$ cat config.mk
export PLATFORM = sky130hd
export DESIGN_NAME = snap_tick_timer
export DESIGN_NICKNAME = d
export VERILOG_FILES = /design/src/rtl/stt_pkg.sv /design/src/rtl/stt_prescaler.sv /design/src/rtl/stt_counter.sv /design/src/rtl/stt_match_bank.sv /design/src/rtl/snap_tick_timer.sv
export SDC_FILE = /design/constraint.sdc
export NUM_CORES = 1
export LEC_CHECK = 0
export BUFFER_PORTS_ARGS = -buffer_cell sky130_fd_sc_hd__buf_2
export CAP_MARGIN = 25
export CORE_UTILIZATION = 59
export DETAILED_ROUTE_END_ITERATION = 7
export PLACE_DENSITY = 0.85
export SYNTH_ARGS = -nofsm -noshare
export SYNTH_HDL_FRONTEND = slang
export SYNTH_SLANG_ARGS = --single-unit
$ cat constraint.sdc
create_clock -name clk -period 5 [get_ports clk]
set_input_delay 0.5 -clock clk [delete_from_list [all_inputs] [get_ports clk]]
set_output_delay 0.5 -clock clk [all_outputs]
set_load 0.02 [all_outputs]
$ cat src/rtl/stt_pkg.sv
package stt_pkg;
    // word indices on the register port
    localparam int unsigned A_CNT_LO  = 0;
    localparam int unsigned A_CNT_HI  = 1;
    localparam int unsigned A_MATCH0  = 2;
    localparam int unsigned A_STATUS  = 8;
    localparam int unsigned A_IRQ_EN  = 9;
    localparam int unsigned A_WDOG_EN = 10;
    localparam int unsigned A_DIV     = 11;
    localparam int unsigned A_SNAP    = 12;
    localparam int unsigned A_SNAP_LO = 13;
    localparam int unsigned A_SNAP_HI = 14;

    typedef enum logic {
        PS_LOW  = 1'b0,
        PS_HIGH = 1'b1
    } ps_state_t;
endpackage

$ cat src/rtl/stt_prescaler.sv
module stt_prescaler import stt_pkg::*; #(
    parameter int DW = 32
) (
    input  logic          clk,
    input  logic          rst_n,
    input  logic [DW-1:0] div,
    output logic          tick
);
    ps_state_t     state_q, state_d;
    logic [DW-1:0] hcnt_q, hcnt_d;
    logic          half_done;

    assign half_done = (hcnt_q >= div);

    // next state
    always_comb begin
        state_d = state_q;
        hcnt_d  = hcnt_q + DW'(1);
        unique case (state_q)
            PS_LOW: begin
                if (half_done) begin
                    state_d = PS_HIGH;
                    hcnt_d  = '0;
                end
            end
            PS_HIGH: begin
                if (half_done) begin
                    state_d = PS_LOW;
                    hcnt_d  = '0;
                end
            end
        endcase
    end

    // state register
    always_ff @(posedge clk or negedge rst_n) begin
        if (!rst_n) begin
            state_q <= PS_LOW;
            hcnt_q  <= '0;
        end else begin
            state_q <= state_d;
            hcnt_q  <= hcnt_d;
        end
    end

    // outputs
    always_comb begin
        tick = 1'b0;
        unique case (state_q)
            PS_LOW:  tick = 1'b0;
            PS_HIGH: tick = half_done;
        endcase
    end
endmodule

$ cat src/rtl/stt_counter.sv
module stt_counter #(
    parameter int DW = 32
) (
    input  logic            clk,
    input  logic            rst_n,
    input  logic            tick,
    input  logic            wr_lo,
    input  logic            wr_hi,
    input  logic [DW-1:0]   wdata,
    output logic            bump,
    output logic [2*DW-1:0] cnt
);
    assign bump = tick && !wr_lo && !wr_hi;

    always_ff @(posedge clk or negedge rst_n) begin
        if (!rst_n) begin
            cnt <= '0;
        end else begin
            if (wr_lo) cnt[DW-1:0]    <= wdata;
            if (wr_hi) cnt[2*DW-1:DW] <= wdata;
            if (bump)  cnt            <= cnt + (2*DW)'(1);
        end
    end
endmodule

$ cat src/rtl/stt_match_bank.sv
module stt_match_bank #(
    parameter int DW  = 32,
    parameter int NCH = 6
) (
    input  logic              clk,
    input  logic              rst_n,
    input  logic              bump,
    input  logic [DW-1:0]     cnt_lo,
    input  logic [NCH*DW-1:0] match_flat,
    input  logic [NCH-1:0]    clr,
    output logic [NCH-1:0]    hit,
    output logic [NCH-1:0]    status
);
    logic [DW-1:0] cnt_next;

    assign cnt_next = cnt_lo + DW'(1);

    for (genvar g = 0; g < NCH; g++) begin : g_ch
        assign hit[g] = bump && (cnt_next == match_flat[g*DW +: DW]);

        always_ff @(posedge clk or negedge rst_n) begin
            if (!rst_n)      status[g] <= 1'b0;
            else if (hit[g]) status[g] <= 1'b1;
            else if (clr[g]) status[g] <= 1'b0;
        end
    end
endmodule

$ cat src/rtl/snap_tick_timer.sv
module snap_tick_timer import stt_pkg::*; #(
    parameter int DW  = 32,
    parameter int AW  = 4,
    parameter int NCH = 6
) (
    input  logic           clk,
    input  logic           rst_n,
    input  logic           reg_we,
    input  logic           reg_re,
    input  logic [AW-1:0]  reg_addr,
    input  logic [DW-1:0]  reg_wdata,
    output logic [DW-1:0]  reg_rdata,
    output logic [NCH-1:0] irq,
    output logic           wdog_rst
);
    localparam int CW    = 2 * DW;
    localparam int WD_CH = NCH - 1;

    logic [DW-1:0]     div_q;
    logic [NCH-1:0]    inten_q;
    logic              wden_q;
    logic [DW-1:0]     match_q [NCH];
    logic [NCH*DW-1:0] match_flat;
    logic [CW-1:0]     cnt;
    logic [CW-1:0]     latched;
    logic              tick, bump;
    logic [NCH-1:0]    hit, status, clr;
    logic              wr_lo, wr_hi, snap_wr;

    assign wr_lo   = reg_we && (int'(reg_addr) == A_CNT_LO);
    assign wr_hi   = reg_we && (int'(reg_addr) == A_CNT_HI);
    assign snap_wr = reg_we && (int'(reg_addr) == A_SNAP) && reg_wdata[0];
    assign clr     = (reg_we && (int'(reg_addr) == A_STATUS)) ? reg_wdata[NCH-1:0] : '0;

    stt_prescaler #(.DW(DW)) u_pre (
        .clk   (clk),
        .rst_n (rst_n),
        .div   (div_q),
        .tick  (tick)
    );

    stt_counter #(.DW(DW)) u_cnt (
        .clk   (clk),
        .rst_n (rst_n),
        .tick  (tick),
        .wr_lo (wr_lo),
        .wr_hi (wr_hi),
        .wdata (reg_wdata),
        .bump  (bump),
        .cnt   (cnt)
    );

    for (genvar g = 0; g < NCH; g++) begin : g_match
        always_ff @(posedge clk or negedge rst_n) begin
            if (!rst_n)
                match_q[g] <= '0;
            else if (reg_we && (int'(reg_addr) == A_MATCH0 + g))
                match_q[g] <= reg_wdata;
        end
        assign match_flat[g*DW +: DW] = match_q[g];
    end

    stt_match_bank #(.DW(DW), .NCH(NCH)) u_bank (
        .clk        (clk),
        .rst_n      (rst_n),
        .bump       (bump),
        .cnt_lo     (cnt[DW-1:0]),
        .match_flat (match_flat),
        .clr        (clr),
        .hit        (hit),
        .status     (status)
    );

    always_ff @(posedge clk or negedge rst_n) begin
        if (!rst_n) begin
            div_q    <= '0;
            inten_q  <= '0;
            wden_q   <= 1'b0;
            latched  <= '0;
            wdog_rst <= 1'b0;
        end else begin
            if (reg_we && (int'(reg_addr) == A_DIV))     div_q   <= reg_wdata;
            if (reg_we && (int'(reg_addr) == A_IRQ_EN))  inten_q <= reg_wdata[NCH-1:0];
            if (reg_we && (int'(reg_addr) == A_WDOG_EN)) wden_q  <= reg_wdata[0];
            if (snap_wr)                                 latched <= cnt;
            wdog_rst <= hit[WD_CH] && wden_q;
        end
    end

    assign irq = status & inten_q;

    always_comb begin
        reg_rdata = '0;
        if (reg_re) begin
            if (int'(reg_addr) == A_CNT_LO)  reg_rdata = cnt[DW-1:0];
            if (int'(reg_addr) == A_CNT_HI)  reg_rdata = cnt[CW-1:DW];
            if (int'(reg_addr) == A_STATUS)  reg_rdata = DW'(status);
            if (int'(reg_addr) == A_IRQ_EN)  reg_rdata = DW'(inten_q);
            if (int'(reg_addr) == A_WDOG_EN) reg_rdata = DW'(wden_q);
            if (int'(reg_addr) == A_DIV)     reg_rdata = div_q;
            if (int'(reg_addr) == A_SNAP_LO) reg_rdata = latched[DW-1:0];
            if (int'(reg_addr) == A_SNAP_HI) reg_rdata = latched[CW-1:DW];
            for (int i = 0; i < NCH; i++)
                if (int'(reg_addr) == A_MATCH0 + i) reg_rdata = match_q[i];
        end
    end
endmodule

==> flow_summary.ini, run 1 <==
[run_status]
status = finished, final reports clean

[power]
peakVddDrop_mv = 0.353
p_comb_share_pct = 28.4
pwr-share-seq_pct = 41.7
p_leak_nw = 11.5
powerDensity_mw_per_mm2 = 443
switching_share_pct = 36.9
power_frac_clock_pct = 29.9
internal_power_mw = 7.62
power.switching_mw = 4.46

[global_routing]
antenna_found_initial = 3
grt_max_degree = 127
first_global_vias = 21500
grtUsageTotal_pct = 47.8
gr-total-overflow = 0
grt_first_pass_wirelength_mm = 146

[clock_network]
cts.htree.levels = 2
cts.path.max_buffers = 3
clk_pin_slew_ns = 0.06
cts_buffers = 44
clock-sinks = 399
cts_tree = done
clock_latency_ns = 0.61
ctsHoldBuffers = 0
postCtsResizedCells = 0
clock-root-buffer = clkbuf_16
post_cts_buffers = 0

[sta]
min_period_ns = 4.32
max_slew_margin_pct = 30.9
setup_viol = 0
rsz0062_at_grt = no
fmax_ghz = 0.232
clock_skew_ns = 0.0351
final-max-slew-violation-count = 0
setup_tns_ns = 0
hold_viol = 0
fin_crit_sh_pct = 86.4
worstMarginPinSlew_ns = 1.02

[yosys]
avgSynthCellArea_um2 = 9.90
synth_area_mm2 = 0.0246
synth_enable_flop_cells = 0
yosysWarnings = 0
ys_ff_latch = 399
synth_cells = 2481
async_flop_share_pct = 100
syn-num-nets = 2556
yosysSeqAreaShare_pct = 40.6
synthDistinctLibCells = 84
ys.flop_type = dfrtp_1

[place]
place_hpwl_mm = 72.4
numPortBuffers = 78
place_area_mm2 = 0.0257
gp_congestion = 1.06

[floorplanning]
core_mm2 = 0.0409
die_area_mm2 = 0.0425
start_util_pct = 60.0
die_x_um = 206
std_cell_rows = 74
ios = 79
dieHeight_um = 206

[route]
wl_mm = 101
wl_per_cell_um = 32.9
dr_total_vias = 22500
via_per_inst = 7.32
drc_errors = 0
drtIter0Drc = 3452
antenna_left = 0
dr.pass1.iters = 7

[setup_path]
cp.required_ns = 5.49
worstPathArrival_ns = 4.81
crit_chain = inv_1 > ha_1 > nand2b_1 > a21o_1 > a21o_1 > a21oi_1 > o21ai_0 > a21oi_1 > o311ai_4 > a211o_1 > ha_1 > o21a_2 > buf_4 > nand4_1 > a311oi_1 > nand4_1 > or4_1 > nor3_2
cp-end-kind = flip-flop
startpoint_type = flip-flop
critPathMaxFanout = 15
crit_path_top_delay_cell = or4_1
cpPeakStageDelay_ns = 0.54
worstSetupPathType = reg2reg

[run]
max-cap-violations = 0

[layout]
drive_gt1_share_pct = 24.4
fin_area_mm2 = 0.0273
nNetsFinal = 2579
nFillCells = 3162
area_growth_pct = 10.9

[hold_path]
hold_path.class = in2async
[through the flow]
stage                     setup slack, ns  hold WS, ns  util (%)  power (mW)  std cells
after floorplan                      1.30        0.204         -        6.87       2481
after global placement              0.884        0.463      62.7        8.19       2990
after detailed placement            0.804        0.472      62.7        8.29       2990
after CTS                           0.769      0.00850      66.6        11.9       3068
after global routing                0.491       0.0616      66.6        12.4       3068
final                               0.681      0.00145      66.6        12.1       3073
[power by group through the flow]
| stage | Sequential (mW) | Combinational [mW] | Clock, mW |
|---|---|---|---|
| global placement | 4.97 | 3.22 | 0 |
| CTS | 4.97 | 3.31 | 3.61 |
| detailed placement | 5.02 | 3.27 | 0 |
| finish | 5.03 | 3.44 | 3.61 |
| floorplan | 4.56 | 2.30 | 0 |
| global route | 5.10 | 3.59 | 3.75 |
[worst max-delay path, delay by kind of cell, from the launching register on]
kind / cells / cell delay [ns]
AOI/OAI and AO/OA: 9 / 1.79
and+or+nand+nor: 5 / 1.10
adders and majority gates: 2 / 0.58
DFF: 1 / 0.42
buffers and inverters: 2 / 0.31
[state kept, by name, summed over array words and instances (netlist names)]
signal,flops
match_flat,192
latched,64
u_cnt.cnt,64
div_q,32
u_pre.hcnt_q,32
inten_q,6
u_bank.status,6
u_pre.state_q,1
wden_q,1
wdog_rst,1
[Yosys cell counts, drive strengths merged, types with 8 or more instances]
cell type  number  area [um^2]
xor2          101          900
clkbuf        121          454
xnor2         137         1270
ha             35          438
a21oi         125          626
mux2i          11          110
nor2          180          691
nor2b          12         75.1
mux2          301         3390
a211oi          9         67.6
a221oi         29          254
nor4           28          239
a211o          11         96.3
nor3           40          248
nand4          57          412
or3            38          238
nand2         133          507
and3           19          119
o221ai         10         87.6
dfrtp         399         9980
a221o          18          180
inv            57          214
a21o           19          143
and4           14          124
nor3b           8         60.1
nand3          75          390
a222oi         21          210
and2           15         93.8
nand2b         17          106
a22oi          56          420
buf            82          378
a31oi          28          175
o21ai         125          626
o22ai          37          231
o2111ai        11         96.3
o311ai         17          149
or4             9         67.6
[per-layer routing]
layer	wire length, um	share of wire, %	track usage, %
met1	38200	38	62.4
met2	43400	43	70.8
met3	12100	12	12.8
met4	7350	7.3	29.3
met5	0	0	0
[cells by family (layout without fill, tap and decap cells)]
family	after synthesis	in the layout	synth area share [%]
AOI/OAI and AO/OA	581	581	16.1
xor gates and xnor gates	238	238	8.84
adders and majority gates	35	35	1.78
buffers and inverters	261	316	4.27
DFF	399	399	40.7
muxes	313	313	14.3
other	0	5	0
and+or+nand+nor	654	654	14.0
[layout make-up]
| class | count | area [um^2] | share of cell area (%) |
|---|---|---|---|
| inverter | 58 | 218 | 0.799 |
| antenna | 5 | 12.5 | 0.0459 |
| multi-input combinational | 1821 | 13600 | 49.9 |
| sequential | 399 | 9980 | 36.6 |
| timing repair buffer | 180 | 1200 | 4.42 |
| clock inverter | 19 | 307 | 1.12 |
| tap | 532 | 666 | 2.44 |
| clock buffer | 59 | 1270 | 4.66 |
[worst paths after layout]
path / endpoint / slack (ns) / cells past startpoint / startpoint
setup / recovery: wdog_rst / 0.68 / 18 / u_pre.hcnt_q[0]
hold / removal: match_flat[103] / 0.001 / 1 / rst_n
setup reg to reg: wdog_rst / 0.68 / 18 / u_pre.hcnt_q[0]
hold reg to reg: u_pre.state_q / 0.49 / 1 / u_pre.state_q
max in group asynchronous: match_flat[62] / 3.70 / 2 / rst_n
min in group clk: u_cnt.cnt[62] / 0.32 / 3 / reg_wdata[30]
[cells in the final DEF, fill, tap and decap left out, types with 12 or more instances in the layout]
| cell type | synthesis | layout |
|---|---|---|
| nor3_1 | 33 | 30 |
| and4_1 | 13 | 13 |
| or3_1 | 38 | 38 |
| nor2_1 | 176 | 171 |
| a222oi_1 | 21 | 21 |
| nor2b_1 | 12 | 12 |
| xor2_1 | 99 | 99 |
| ha_1 | 35 | 35 |
| nand3_1 | 72 | 72 |
| buf_2 | 20 | 77 |
| nand2_1 | 130 | 130 |
| nor4_1 | 22 | 22 |
| nand2b_1 | 17 | 17 |
| xnor2_1 | 129 | 129 |
| o21ai_0 | 121 | 119 |
| dfrtp_1 | 399 | 399 |
| nand4_1 | 51 | 51 |
| a21o_1 | 19 | 19 |
| buf_4 | 4 | 99 |
| a21oi_1 | 125 | 125 |
| and2_1 | 15 | 15 |
| inv_1 | 57 | 57 |
| o22ai_1 | 37 | 37 |
| and3_1 | 19 | 19 |
| clkbuf_16 | 0 | 46 |
| o311ai_0 | 16 | 16 |
| a31oi_1 | 28 | 28 |
| a221oi_1 | 29 | 29 |
| mux2_2 | 301 | 301 |
| a22oi_1 | 56 | 56 |
| a221o_1 | 18 | 18 |
(Power assumes the default switching activity.)
==> inputs of run 2 (changes only) <==
--- a/config.mk
+++ b/config.mk
@@ -9,7 +9,7 @@
 export CAP_MARGIN = 25
 export CORE_UTILIZATION = 59
 export DETAILED_ROUTE_END_ITERATION = 7
-export PLACE_DENSITY = 0.85
+export PLACE_DENSITY = 0.76
 export SYNTH_ARGS = -nofsm -noshare
 export SYNTH_HDL_FRONTEND = slang
 export SYNTH_SLANG_ARGS = --single-unit
==> run 2 against run 1 <==
- the run now ends with negative hold slack left
- final cell count is 0.46% lower
- sequential power hardly changed
- routed wire length up 0.32%
- non-clock buffer count fell by 15
- count of clock-buffer cells in the layout stayed put
- register-to-register slack got worse by 0.04 ns
- clock skew is 0.0098 ns lower
- via count decreased by 0.39%
- fmax down 0.90%
- power grew 0.33%
- final area decreased by 0.29%
- flip-flop and latch count stayed put
- largest cell class unchanged
- highest routed layer is now met5
==> flow_summary.ini, run 2 (synthesized netlist as in run 1, its figures left out) <==
[setup_path]
crit_chain = inv_1 > ha_1 > nand2b_1 > a21o_1 > a21o_1 > a21oi_1 > o21ai_0 > a21oi_1 > o311ai_4 > a211o_1 > ha_1 > o21a_2 > buf_4 > nand4_1 > a311oi_1 > nand4_1 > or4_1 > nor3_2
cp.required_ns = 5.52
worstSetupPathType = reg2reg
r2r-end = wdog_rst
worstPathArrival_ns = 4.88
rr_worst_depth = 18
crit_path_top_delay_cell = or4_1
rr_startpoint = u_pre.hcnt_q[0]
reg2reg_setup_slack_ns = 0.64
cpPeakStageDelay_ns = 0.52
cp-end-kind = flip-flop
startpoint_type = flip-flop
critPathMaxFanout = 15

[floorplanning]
core_mm2 = 0.0409
die_x_um = 206
ios = 79
std_cell_rows = 74
dieHeight_um = 206
die_area_mm2 = 0.0425
start_util_pct = 60.0

[global_routing]
first_global_vias = 21100
grt_first_pass_wirelength_mm = 146
grtUsageTotal_pct = 47.9
antenna_found_initial = 5
grt_max_degree = 116
gr-total-overflow = 0

[run_status]
violations = negative hold slack
status = finished, violations left

[run]
max-cap-violations = 0

[route]
drtIter0Drc = 3257
wl_per_cell_um = 33.1
antenna_left = 0
dr.pass1.iters = 8
via_per_inst = 7.33
wl_mm = 101
drc_errors = 0
dr_total_vias = 22400

[power]
p_leak_nw = 11.4
peakVddDrop_mv = 0.331
powerDensity_mw_per_mm2 = 446

[clock_network]
clk_pin_slew_ns = 0.07
clock_latency_ns = 0.61
cts_buffers = 45
clock-root-buffer = clkbuf_16
cts_tree = done
ctsHoldBuffers = 0
cts.path.max_buffers = 3
postCtsResizedCells = 0
cts.htree.levels = 2
post_cts_buffers = 0
clock-sinks = 399

[place]
placed_cells = 2974
place_hpwl_mm = 73.2
numPortBuffers = 78
gp_congestion = 1.05

[layout]
area_growth_pct = 10.6
drive_gt1_share_pct = 24.1
instances_no_fill = 3059
layout_common_cells = 399 x dfrtp_1, 301 x mux2_2, 170 x nor2_1
nNetsFinal = 2565
layout_commonest_cell = dfrtp_1
largest_reg_flops = 192

[sta]
worstMarginPinSlew_ns = 1.11
setup_viol = 0
holdWs_ns = -0.00202
hold_viol = 2
final-max-slew-violation-count = 0
fmax_ghz = 0.229
clock_skew_ns = 0.0254
max_slew_margin_pct = 25.7
rsz0062_at_grt = no
setup_tns_ns = 0
fin_crit_sh_pct = 87.2
min_period_ns = 4.36

[hold_path]
hold_path.class = in2async
run 2: cell count changes in the layout (fill, tap and decap cells not counted), moves of 2 or more:
cell / delta
buf_4: -16
clkbuf_8: +2
clkinv_2: -3
clkinv_4: +2
clkinvlp_4: +5
diode_2: -4
run 2: worst max-delay path, delay by kind of cell, from the launching register on:
family,cells,cell delay (ns)
AO/OA/AOI/OAI,9,1.86
AND/OR/NAND/NOR,5,1.01
adder cells (fa/ha/maj),2,0.66
buffers and inverters,2,0.32
flip-flops,1,0.42
run 2: metal layers:
layer	share of wire [%]	vias to the layer above	routed length (um)	global-route usage, %
met3	12	395	11800	10.6
met4	7.5	6	7610	30.9
met1	38	11100	38300	63.8
met5	0.041	-	42	0
li1	-	9183	-	-
met2	43	1728	43600	70.4
run 2: where the power goes:
| part | internal [mW] | switching (mW) | leakage, nW |
|---|---|---|---|
| combinational | 1.44 | 2.00 | 5.68 |
| clock | 2.16 | 1.47 | 0.779 |
| sequential | 3.98 | 1.06 | 4.97 |
| total | 7.58 | 4.53 | 11.4 |
run 2: cell type report:
type | count | area [um^2]
inverter | 58 | 218
clock buffer | 59 | 1270
multi-input combinational | 1821 | 13600
fill | 3230 | 13800
clock inverter | 24 | 342
sequential | 399 | 9980
tap | 532 | 666
antenna | 1 | 2.50
timing repair buffer | 165 | 1100
run 2: worst max path at each step:
stage	startpoint	end	slack (ns)	depth (start not counted)
CTS	u_pre.hcnt_q[0]	wdog_rst	0.75	18
global route	u_pre.hcnt_q[0]	wdog_rst	0.37	18
finish	u_pre.hcnt_q[0]	wdog_rst	0.64	18
detailed placement	u_pre.hcnt_q[0]	wdog_rst	0.79	18
global placement	u_pre.hcnt_q[0]	wdog_rst	0.83	18
floorplan	u_pre.hcnt_q[0]	u_bank.status[2]	1.30	18
run 2: metrics by stage:
step	setup slack [ns]	utilization, %	hold WS, ns	power (mW)	area (um^2)
2_1_floorplan	1.30	-	0.204	6.87	24600
3_3_place_gp	0.830	62.4	0.463	8.22	25500
3_5_place_dp	0.792	62.4	0.491	8.32	25500
4_1_cts	0.748	66.4	0.0282	11.9	27200
5_1_grt	0.368	66.4	0.0792	12.5	27200
6_report	0.642	66.4	-0.00202	12.1	27200
